==> config.mk <==
export PLATFORM = sky130hd
export DESIGN_NAME = saf_top
export DESIGN_NICKNAME = d
export VERILOG_FILES = /design/src/rtl/saf_pkg.sv /design/src/rtl/saf_slot_bank.sv /design/src/rtl/saf_matcher.sv /design/src/rtl/saf_top.sv
export SDC_FILE = /design/constraint.sdc
export NUM_CORES = 1
export LEC_CHECK = 0
export BUFFER_PORTS_ARGS = -buffer_cell sky130_fd_sc_hd__buf_2
export CORE_ASPECT_RATIO = 0.5
export CORE_MARGIN = 3
export CORE_UTILIZATION = 55
export CTS_BUF_LIST = sky130_fd_sc_hd__clkbuf_4 sky130_fd_sc_hd__clkbuf_8
export CTS_CLUSTER_DIAMETER = 150
export DETAILED_ROUTE_END_ITERATION = 8
export GPL_TIMING_DRIVEN = 0
export PLACE_DENSITY = 0.75
export SYNTH_ARGS = -nofsm -noshare
export SYNTH_HDL_FRONTEND = slang
export SYNTH_HIERARCHICAL = 1
export SYNTH_SLANG_ARGS = --single-unit
export TNS_END_PERCENT = 5
==> constraint.sdc <==
create_clock -name clk -period 2.2 [get_ports clk]
set_input_delay 0.11 -clock clk [delete_from_list [all_inputs] [get_ports clk]]
set_output_delay 0.11 -clock clk [all_outputs]
set_load 0.01 [all_outputs]
==> src/rtl/saf_pkg.sv <==
package saf_pkg;
  localparam int unsigned SAF_SLOTS  = 4;
  localparam int unsigned SAF_DATA_W = 32;
  localparam int unsigned SAF_ADDR_W = 48;
  localparam int unsigned SAF_CODE_W = 4;
  localparam int unsigned SAF_BASE   = 4;
endpackage

==> src/rtl/saf_slot_bank.sv <==
module saf_slot_bank #(
  parameter int unsigned N_SLOTS = saf_pkg::SAF_SLOTS,
  parameter int unsigned DATA_W  = saf_pkg::SAF_DATA_W,
  localparam int unsigned OFF_W  = $clog2(2 * N_SLOTS)
) (
  input  logic                            clk,
  input  logic                            rst_n,
  input  logic                            wr_en,
  input  logic [OFF_W-1:0]                wr_off,
  input  logic [DATA_W-1:0]               wr_data,
  input  logic [OFF_W-1:0]                rd_off,
  output logic [DATA_W-1:0]               rd_data,
  output logic [N_SLOTS-1:0][DATA_W-1:0]  lo_words,
  output logic [N_SLOTS-1:0][DATA_W-1:0]  hi_words,
  output logic [N_SLOTS-1:0]              active
);
  for (genvar g = 0; g < N_SLOTS; g++) begin : g_slot
    logic             sel_lo, sel_hi;
    logic [DATA_W-1:0] lo_d, hi_d;
    logic             act_d;

    always_comb begin
      sel_lo = wr_en && (wr_off == OFF_W'(2 * g));
      sel_hi = wr_en && (wr_off == OFF_W'(2 * g + 1));
      lo_d   = sel_lo ? wr_data : lo_words[g];
      hi_d   = sel_hi ? wr_data : hi_words[g];
      act_d  = active[g];
      if (sel_lo) act_d = 1'b0;
      if (sel_hi) act_d = 1'b1;
    end

    always_ff @(posedge clk or negedge rst_n) begin
      if (!rst_n) begin
        lo_words[g] <= '0;
        hi_words[g] <= '0;
        active[g]   <= 1'b0;
      end else if (sel_lo || sel_hi) begin
        lo_words[g] <= lo_d;
        hi_words[g] <= hi_d;
        active[g]   <= act_d;
      end
    end
  end

  always_comb begin
    if (rd_off[0]) rd_data = hi_words[rd_off[OFF_W-1:1]];
    else           rd_data = lo_words[rd_off[OFF_W-1:1]];
  end
endmodule

==> src/rtl/saf_matcher.sv <==
module saf_matcher #(
  parameter int unsigned N_SLOTS = saf_pkg::SAF_SLOTS,
  parameter int unsigned DATA_W  = saf_pkg::SAF_DATA_W,
  parameter int unsigned ADDR_W  = saf_pkg::SAF_ADDR_W,
  localparam int unsigned IDX_W  = $clog2(N_SLOTS),
  localparam int unsigned HI_W   = ADDR_W - DATA_W
) (
  input  logic [ADDR_W-1:0]               dest,
  input  logic [N_SLOTS-1:0][DATA_W-1:0]  lo_words,
  input  logic [N_SLOTS-1:0][DATA_W-1:0]  hi_words,
  input  logic [N_SLOTS-1:0]              active,
  output logic                            any_hit,
  output logic [IDX_W-1:0]                hit_idx,
  output logic                            is_bcast
);
  logic [N_SLOTS-1:0] eq;

  for (genvar g = 0; g < N_SLOTS; g++) begin : g_cmp
    assign eq[g] = active[g] &&
                   (dest == {hi_words[g][HI_W-1:0], lo_words[g]});
  end

  // Ascending scan: the last (highest) matching index overrides.
  always_comb begin
    any_hit = 1'b0;
    hit_idx = '0;
    for (int i = 0; i < N_SLOTS; i++) begin
      if (eq[i]) begin
        any_hit = 1'b1;
        hit_idx = IDX_W'(i);
      end
    end
  end

  assign is_bcast = &dest;
endmodule

==> src/rtl/saf_top.sv <==
module saf_top #(
  parameter int unsigned N_SLOTS = saf_pkg::SAF_SLOTS,
  parameter int unsigned DATA_W  = saf_pkg::SAF_DATA_W,
  parameter int unsigned ADDR_W  = saf_pkg::SAF_ADDR_W,
  parameter int unsigned CODE_W  = saf_pkg::SAF_CODE_W,
  parameter int unsigned BASE    = saf_pkg::SAF_BASE,
  localparam int unsigned OFF_W  = $clog2(2 * N_SLOTS),
  localparam int unsigned IDX_W  = $clog2(N_SLOTS)
) (
  input  logic              clk,
  input  logic              rst_n,
  input  logic              wr_en,
  input  logic [OFF_W-1:0]  wr_off,
  input  logic [DATA_W-1:0] wr_data,
  input  logic [OFF_W-1:0]  rd_off,
  output logic [DATA_W-1:0] rd_data,
  input  logic              addr_valid,
  input  logic [ADDR_W-1:0] dest_addr,
  output logic              hit,
  output logic [IDX_W-1:0]  hit_slot,
  output logic [CODE_W-1:0] res_code,
  output logic              bcast
);
  logic [N_SLOTS-1:0][DATA_W-1:0] lo_words, hi_words;
  logic [N_SLOTS-1:0]             slot_active;
  logic                           m_hit, m_bcast;
  logic [IDX_W-1:0]               m_idx;
  logic                           hit_d, bcast_d;
  logic [IDX_W-1:0]               slot_d;
  logic [CODE_W-1:0]              code_d;

  saf_slot_bank #(.N_SLOTS(N_SLOTS), .DATA_W(DATA_W)) u_bank (
    .clk(clk), .rst_n(rst_n), .wr_en(wr_en), .wr_off(wr_off),
    .wr_data(wr_data), .rd_off(rd_off), .rd_data(rd_data),
    .lo_words(lo_words), .hi_words(hi_words), .active(slot_active)
  );

  saf_matcher #(.N_SLOTS(N_SLOTS), .DATA_W(DATA_W), .ADDR_W(ADDR_W)) u_match (
    .dest(dest_addr), .lo_words(lo_words), .hi_words(hi_words),
    .active(slot_active), .any_hit(m_hit), .hit_idx(m_idx),
    .is_bcast(m_bcast)
  );

  always_comb begin
    hit_d   = m_hit;
    slot_d  = m_hit ? m_idx : '0;
    code_d  = m_hit ? CODE_W'(BASE + m_idx) : '0;
    bcast_d = m_bcast;
  end

  always_ff @(posedge clk or negedge rst_n) begin
    if (!rst_n) begin
      hit      <= 1'b0;
      hit_slot <= '0;
      res_code <= '0;
      bcast    <= 1'b0;
    end else if (addr_valid) begin
      hit      <= hit_d;
      hit_slot <= slot_d;
      res_code <= code_d;
      bcast    <= bcast_d;
    end
  end
endmodule

==> metrics, run 1 <==
outcome complete, but fails checks; violated checks setup timing; clock root cell clkbuf_8; pre-CTS WS -0.3081 ns; CTS HTree Levels 2; transition time of the tightest slew-check pin 1.023 ns; max_cap viols 0; Die ar. 28520 µm²; aggregate global routing overflow 0; warnings from Yosys 6; setup violators final 1; Total Wirelength 48.93 mm; drt pass-1 iters 5; GRT Overall Usage 34.52%; RSZ-0062 raised after global routing no; CORE AREA 25600 µm²; most frequent cells in the layout 271 x mux2_2, 264 x dfrtp_1, 115 x buf_2; total power 15780 µW; Mapped Area 14530 µm²; Final Hold Fails 0; worst reg-to-reg setup slack -0.005 ns; VDD IR max 0.4439 mV; number of buffers created by CTS 40; Layout Nets 1271; largest net degree at the start of global routing 100; Max FO, Critical Path 3; Min Clock Period, post-route 2.205 ns; # diodes 0; post-synthesis adder-cell area fraction 0%; top-area cell type share of the netlist area 45.47%; HPWL Detailed 35.53 mm; largest family of logic cells by synthesized area multiplexers; antenna violations before repair 1; power per cell area 935.6 nW/µm²; most common cell after layout, fill and taps aside mux2_2; post-synthesis xor/xnor area fraction 11.32%; Max clock buf depth 3; layout overhead on the synthesized area 16.10%; CP bufs+invs 0; Slew headroom 31.78%; leakage power 0.007204 µW; Hold Crit Class in2reg; later-pin clock latency in the skew report 0.58 ns; Max stage delay on crit path 0.61 ns; gpl congestion 0.9846; Compound-Gate Fraction of Synth Area 0.6114%; simple-gate portion of the synthesized area 4.418%; buffers added on ports 73; critical setup path kind reg2reg; CP Capture Type register; routed length per instance 31.53 µm; drt drc 0; mux contribution to synthesized area 33.64%; initial cell density of the core 56.76%; critical-path cell list xor2_1 > nor4_2 > nand4_1 > or4_4 > o21ai_2 > nand3_1 > o21ai_0; Routed Antenna Nets 0; Die Span Y 120.9 µm; largest cells by area after synthesis dfrtp_1 45%, mux2_2 21%, xor2_1 6.7%, mux4_1 5.6%, mux4_2 5.1%; Slew Limit Fails 0; I/O pin total 130; final worst setup slack -0.004973 ns; syn nets 1119; post-synthesis sequential area ratio 45.47%; crit share post-route 100.2%; Worst Path Arrival 2.69 ns; Synth Register Bits 264; initial drt markers 1106; CP startpoint kind register; CTS tree built; vias in the first global route 9974; Max stage delay cell, worst path or4_4; clock-pin slew on the worst setup and hold paths 0.07 ns; # rows 41; Num Clock Sinks 264; Yosys cell types 38; f_max 0.4535 GHz; Die X 235.9 µm; cells after synthesis 1029; Mean Syn Cell Area 14.12 µm²; clock skew 0.01629 ns; Req. time, crit path 2.69 ns; cell family with most CP delay simple AND/OR/NAND/NOR gates; vias 9913; post-detailed-route via-to-cell ratio 6.387; share of layout cells above drive strength 1 48.10%; first-pass GRT wire length 69.89 mm; Yosys top cell by area dfrtp_1
metal layers:
| layer | up-vias | global-route usage [%] | part of all wire (%) |
|---|---|---|---|
| li1 | 4057 | - | - |
| met1 | 5219 | 49.49 | 43 |
| met2 | 546 | 48.73 | 42 |
| met3 | 89 | 13.78 | 13 |
| met4 | 2 | 9.522 | 2.6 |
| met5 | - | 0 | 0.012 |
flip-flops by register name, summed over array words and instances (netlist names):
| name | count |
|---|---|
| u_bank/active | 4 |
| u_bank/hi_words | 128 |
| res_code | 3 |
| bcast | 1 |
| u_bank/lo_words | 128 |
power by group:
part	internal (µW)	total, µW	leakage (µW)	switching [µW]
registers	5910	6870	0.00317	956
clock network	2430	4450	0.000454	2010
logic	2250	4470	0.00358	2220
final timing paths:
kind	from	endpoint	cells after the start
worst max-delay path	u_bank/hi_words[47]	res_code[0]	7
worst min-delay path	wr_off[1]	u_bank/lo_words[0]	3
min in group asynchronous	rst_n	u_bank/hi_words[102]	2
worst max register to register	u_bank/hi_words[47]	res_code[0]	7
max in group asynchronous	rst_n	u_bank/hi_words[122]	3
worst min register to register	u_bank/hi_words[27]	u_bank/hi_words[27]	1
what timing repair did:
action,4_1_cts,5_1_grt
pin swaps,5,17
gates resized for setup,21,19
buffers inserted,0,1
endpoints found under the hold margin,338,0
hold buffers,34,0
setup endpoints to repair,3,3
cells in the mapped netlist (all sizes together):
cell     count
o21ai        6
nor4        34
a21bo        1
xor2       112
nand2b       2
conb         1
nand4       34
a21oi        1
nor4b        1
nand2        5
xnor2       75
nor3         4
nand4b       3
o2111ai      1
inv         10
buf         76
o21bai       1
dfrtp      264
or4          3
nand3        9
a221o        1
mux2       290
nor4bb       3
o221ai       2
clkbuf      25
mux4        64
and3         1
per-stage QoR:
| stage | util [%] | cells | hold slack, ns | area [µm²] | TNS (ns) |
|---|---|---|---|---|---|
| finish | 65.89 | 1552 | 0.07910 | 16870 | -0.004973 |
| global route | 65.89 | 1552 | 0.07618 | 16870 | 0 |
| CTS | 65.33 | 1551 | 0.04645 | 16720 | 0 |
| detailed placement | 60.12 | 1448 | 0.1325 | 15390 | -0.8705 |
| global placement | 59.87 | 1446 | 0.3948 | 15320 | -954.17 |
| floorplan | - | 1029 | -0.1856 | 14530 | 0 |
tightest hold or removal path, cell delays in order:
cell and delay [ns]:
buf_2 0.17, nor4b_4 0.11, mux2_2 0.22
logic make-up after synthesis:
kind of cell	Yosys count
other	1
DFF	264
AOI/OAI and AO/OA	13
muxes	354
buffers and inverters	111
and+or+nand+nor	99
xor gates and xnor gates	187
layout make-up:
class                      instances  area, µm²
timing repair buffer             110      778.2
multi-input combinational        654       7538
clock inverter                     4      51.30
inverter                          10      37.54
fill                            1880       8731
buffer                           101      618.1
clock buffer                      65      807.0
sequential                       264       6606
tap                              344      430.4
No activity file was read; power rests on OpenSTA's default activity.
==> run 2, diff against run 1 <==
--- a/config.mk
+++ b/config.mk
@@ -14,6 +14,7 @@
 export DETAILED_ROUTE_END_ITERATION = 8
 export GPL_TIMING_DRIVEN = 0
 export PLACE_DENSITY = 0.75
+export REMOVE_ABC_BUFFERS = 1
 export SYNTH_ARGS = -nofsm -noshare
 export SYNTH_HDL_FRONTEND = slang
 export SYNTH_HIERARCHICAL = 1
==> run 2 against run 1 <==
The run now ends clean; flip-flop and latch count did not move; clock power rose by 2%; combinational power decreased by 7.4%; core utilization grew 0.31 points; via count fell by 4.1%; register-to-register slack improved by 0.02 ns; global-route usage shrank 5.1 points; sequential share of layout area down 0.19 points; power fell by 1.9%; sequential power is 0.7% lower; critical endpoint is now res_code[1]; largest cell class unchanged; highest routed layer is now met4.
==> metrics, run 2 (synthesized netlist as in run 1, its figures left out) <==
Die ar. 28520 µm² (unchanged); clock root cell clkbuf_8; first-pass GRT wire length 62.40 mm (-11%); f_max 0.4587 GHz (+1.1%); transition time of the tightest slew-check pin 1.308 ns (+0.2846 ns); setup violators final 0 (-1); drt drc 0 (unchanged); TNS Setup 0 ns (+0.004973 ns); worst reg-to-reg setup slack 0.02 ns (+0.02 ns); placed insts 1427 (-1.5%); Max stage delay cell, worst path or4_4; DP Area 15480 µm² (+0.61%); layout overhead on the synthesized area 16.65%; Largest regs u_bank/hi_words: 128 flops, u_bank/lo_words: 128 flops, u_bank/active: 4 flops; Num Clock Sinks 264 (unchanged); Max stage delay on crit path 0.56 ns (-0.05 ns); Routed Antenna Nets 0 (unchanged); aggregate global routing overflow 0 (unchanged); post-detailed-route via-to-cell ratio 6.195 (-3.0%); HPWL Detailed 30.24 mm (-15%); VDD IR max 0.4063 mV (-8.5%); most frequent cells in the layout 271 x mux2_2, 264 x dfrtp_1, 125 x buf_2; routed length per instance 27.24 µm (-14%); final worst setup slack 0.01978 ns (+0.02476 ns); Min Clock Period, post-route 2.180 ns (-0.02476 ns); # rows 41 (unchanged); I/O pin total 130 (unchanged); fin area 16950 µm² (+0.47%); share of layout cells above drive strength 1 49.29% (+1.2 points); crit share post-route 99.10% (-1.1 points); Die X 235.9 µm (unchanged); CP startpoint kind register; leakage power 0.007255 µW (+0.70%); drt pass-1 iters 5 (unchanged); later-pin clock latency in the skew report 0.56 ns (-0.02 ns); Final Hold Fails 0 (unchanged); max_cap viols 0 (unchanged); clock-pin slew on the worst setup and hold paths 0.07 ns (about the same); initial cell density of the core 56.76% (unchanged); Slew Limit Fails 0 (unchanged); critical-path cell list xor2_1 > nor4_1 > nand3_1 > or4_4 > o2111ai_4 > nand3_2 > o21ai_0; CP Capture Type register; Max FO, Critical Path 3 (unchanged); number of buffers created by CTS 40 (unchanged); Layout Nets 1250 (-1.7%); outcome finished, final reports clean; Max clock buf depth 3 (unchanged); most common cell after layout, fill and taps aside mux2_2; buffers added on ports 128 (+75%); Min Hold Slack 0.02504 ns (-0.05406 ns); power per cell area 913.4 nW/µm² (-2.4%); vias 9509 (-4.1%); CORE AREA 25600 µm² (unchanged); Total Wirelength 41.82 mm (-15%); initial drt markers 1106 (unchanged); critical setup path kind reg2reg; Slew headroom 12.81% (-19 points); pre-CTS WS -0.1223 ns (+0.1858 ns); Die Span Y 120.9 µm (unchanged); Final Non-Filler Cells 1535 (-1.1%); GRT Overall Usage 29.43% (-5.1 points); gpl congestion 0.9601 (-2.5%); Worst Path Arrival 2.66 ns (-0.03 ns); Req. time, crit path 2.68 ns (about the same); antenna violations before repair 2 (+1); clock skew 0.01431 ns (-0.001984 ns); CTS tree built; Hold Crit Class in2async; largest net degree at the start of global routing 114 (+14%); vias in the first global route 9864 (-1.1%); CTS HTree Levels 2 (unchanged)
-- run 2: changes by cell type in the layout (fill, tap and decap cells not counted), sizes merged --
| cell | delta |
|---|---|
| clkinv | +2 |
| bufinv | -1 |
| clkbuf | -23 |
| diode | +2 |
| clkinvlp | -1 |
| buf | +4 |
-- run 2: worst paths after layout --
| kind | from | end | depth (start not counted) |
|---|---|---|---|
| setup reg to reg | u_bank/lo_words[86] | res_code[1] | 7 |
| max in group asynchronous | rst_n | u_bank/hi_words[16] | 3 |
| setup / recovery | u_bank/lo_words[86] | res_code[1] | 7 |
| min in group clk | wr_en | u_bank/lo_words[17] | 3 |
| hold reg to reg | u_bank/active[3] | u_bank/active[3] | 1 |
| hold / removal | rst_n | u_bank/hi_words[28] | 2 |
-- run 2: through the flow --
step	power [µW]	util, %
final	15480	66.21
after CTS	15330	65.51
after global routing	16060	66.21
after global placement	10540	58.53
after floorplan	9134	-
after detailed placement	10770	60.49
-- run 2: power breakdown --
| part | leakage (µW) | internal, µW | switching [µW] | total, µW |
|---|---|---|---|---|
| clock network | 0.000477 | 2500 | 2020 | 4520 |
| registers | 0.00317 | 5910 | 909 | 6820 |
| logic | 0.00360 | 2240 | 1900 | 4140 |
-- run 2: repair_timing --
item,4_1_cts,5_1_grt
gates resized for setup,9,25
setup endpoints to repair,4,3
hold buffers,34,0
endpoints found under the hold margin,524,0
setup buffers,0,1
pin swaps,3,10
-- run 2: critical path, delay by kind of cell (launching register included) --
| kind | cells | cell delay, ns |
|---|---|---|
| and+or+nand+nor | 4 | 1.33 |
| AOI/OAI and AO/OA | 2 | 0.21 |
| xor gates and xnor gates | 1 | 0.15 |
| DFF | 1 | 0.40 |
-- run 2: metal layers --
metal | global-route usage [%] | part of all wire, % | vias up
met4 | 8.536 | 2.3 | 0
met5 | 0 | 0 | -
li1 | - | - | 4038
met2 | 44.62 | 45 | 377
met3 | 8.333 | 8.8 | 63
met1 | 41.71 | 44 | 5031
-- run 2: final cells by class --
cell class,instances,area [µm²]
Tap cell,344,430.4
Antenna cell,2,5.005
Clock buffer,67,872.1
Clock inverter,4,23.77
Multi-Input combinational cell,654,7523
Timing Repair Buffer,190,1449
Inverter,10,37.54
Fill cell,1801,8651
Sequential cell,264,6606
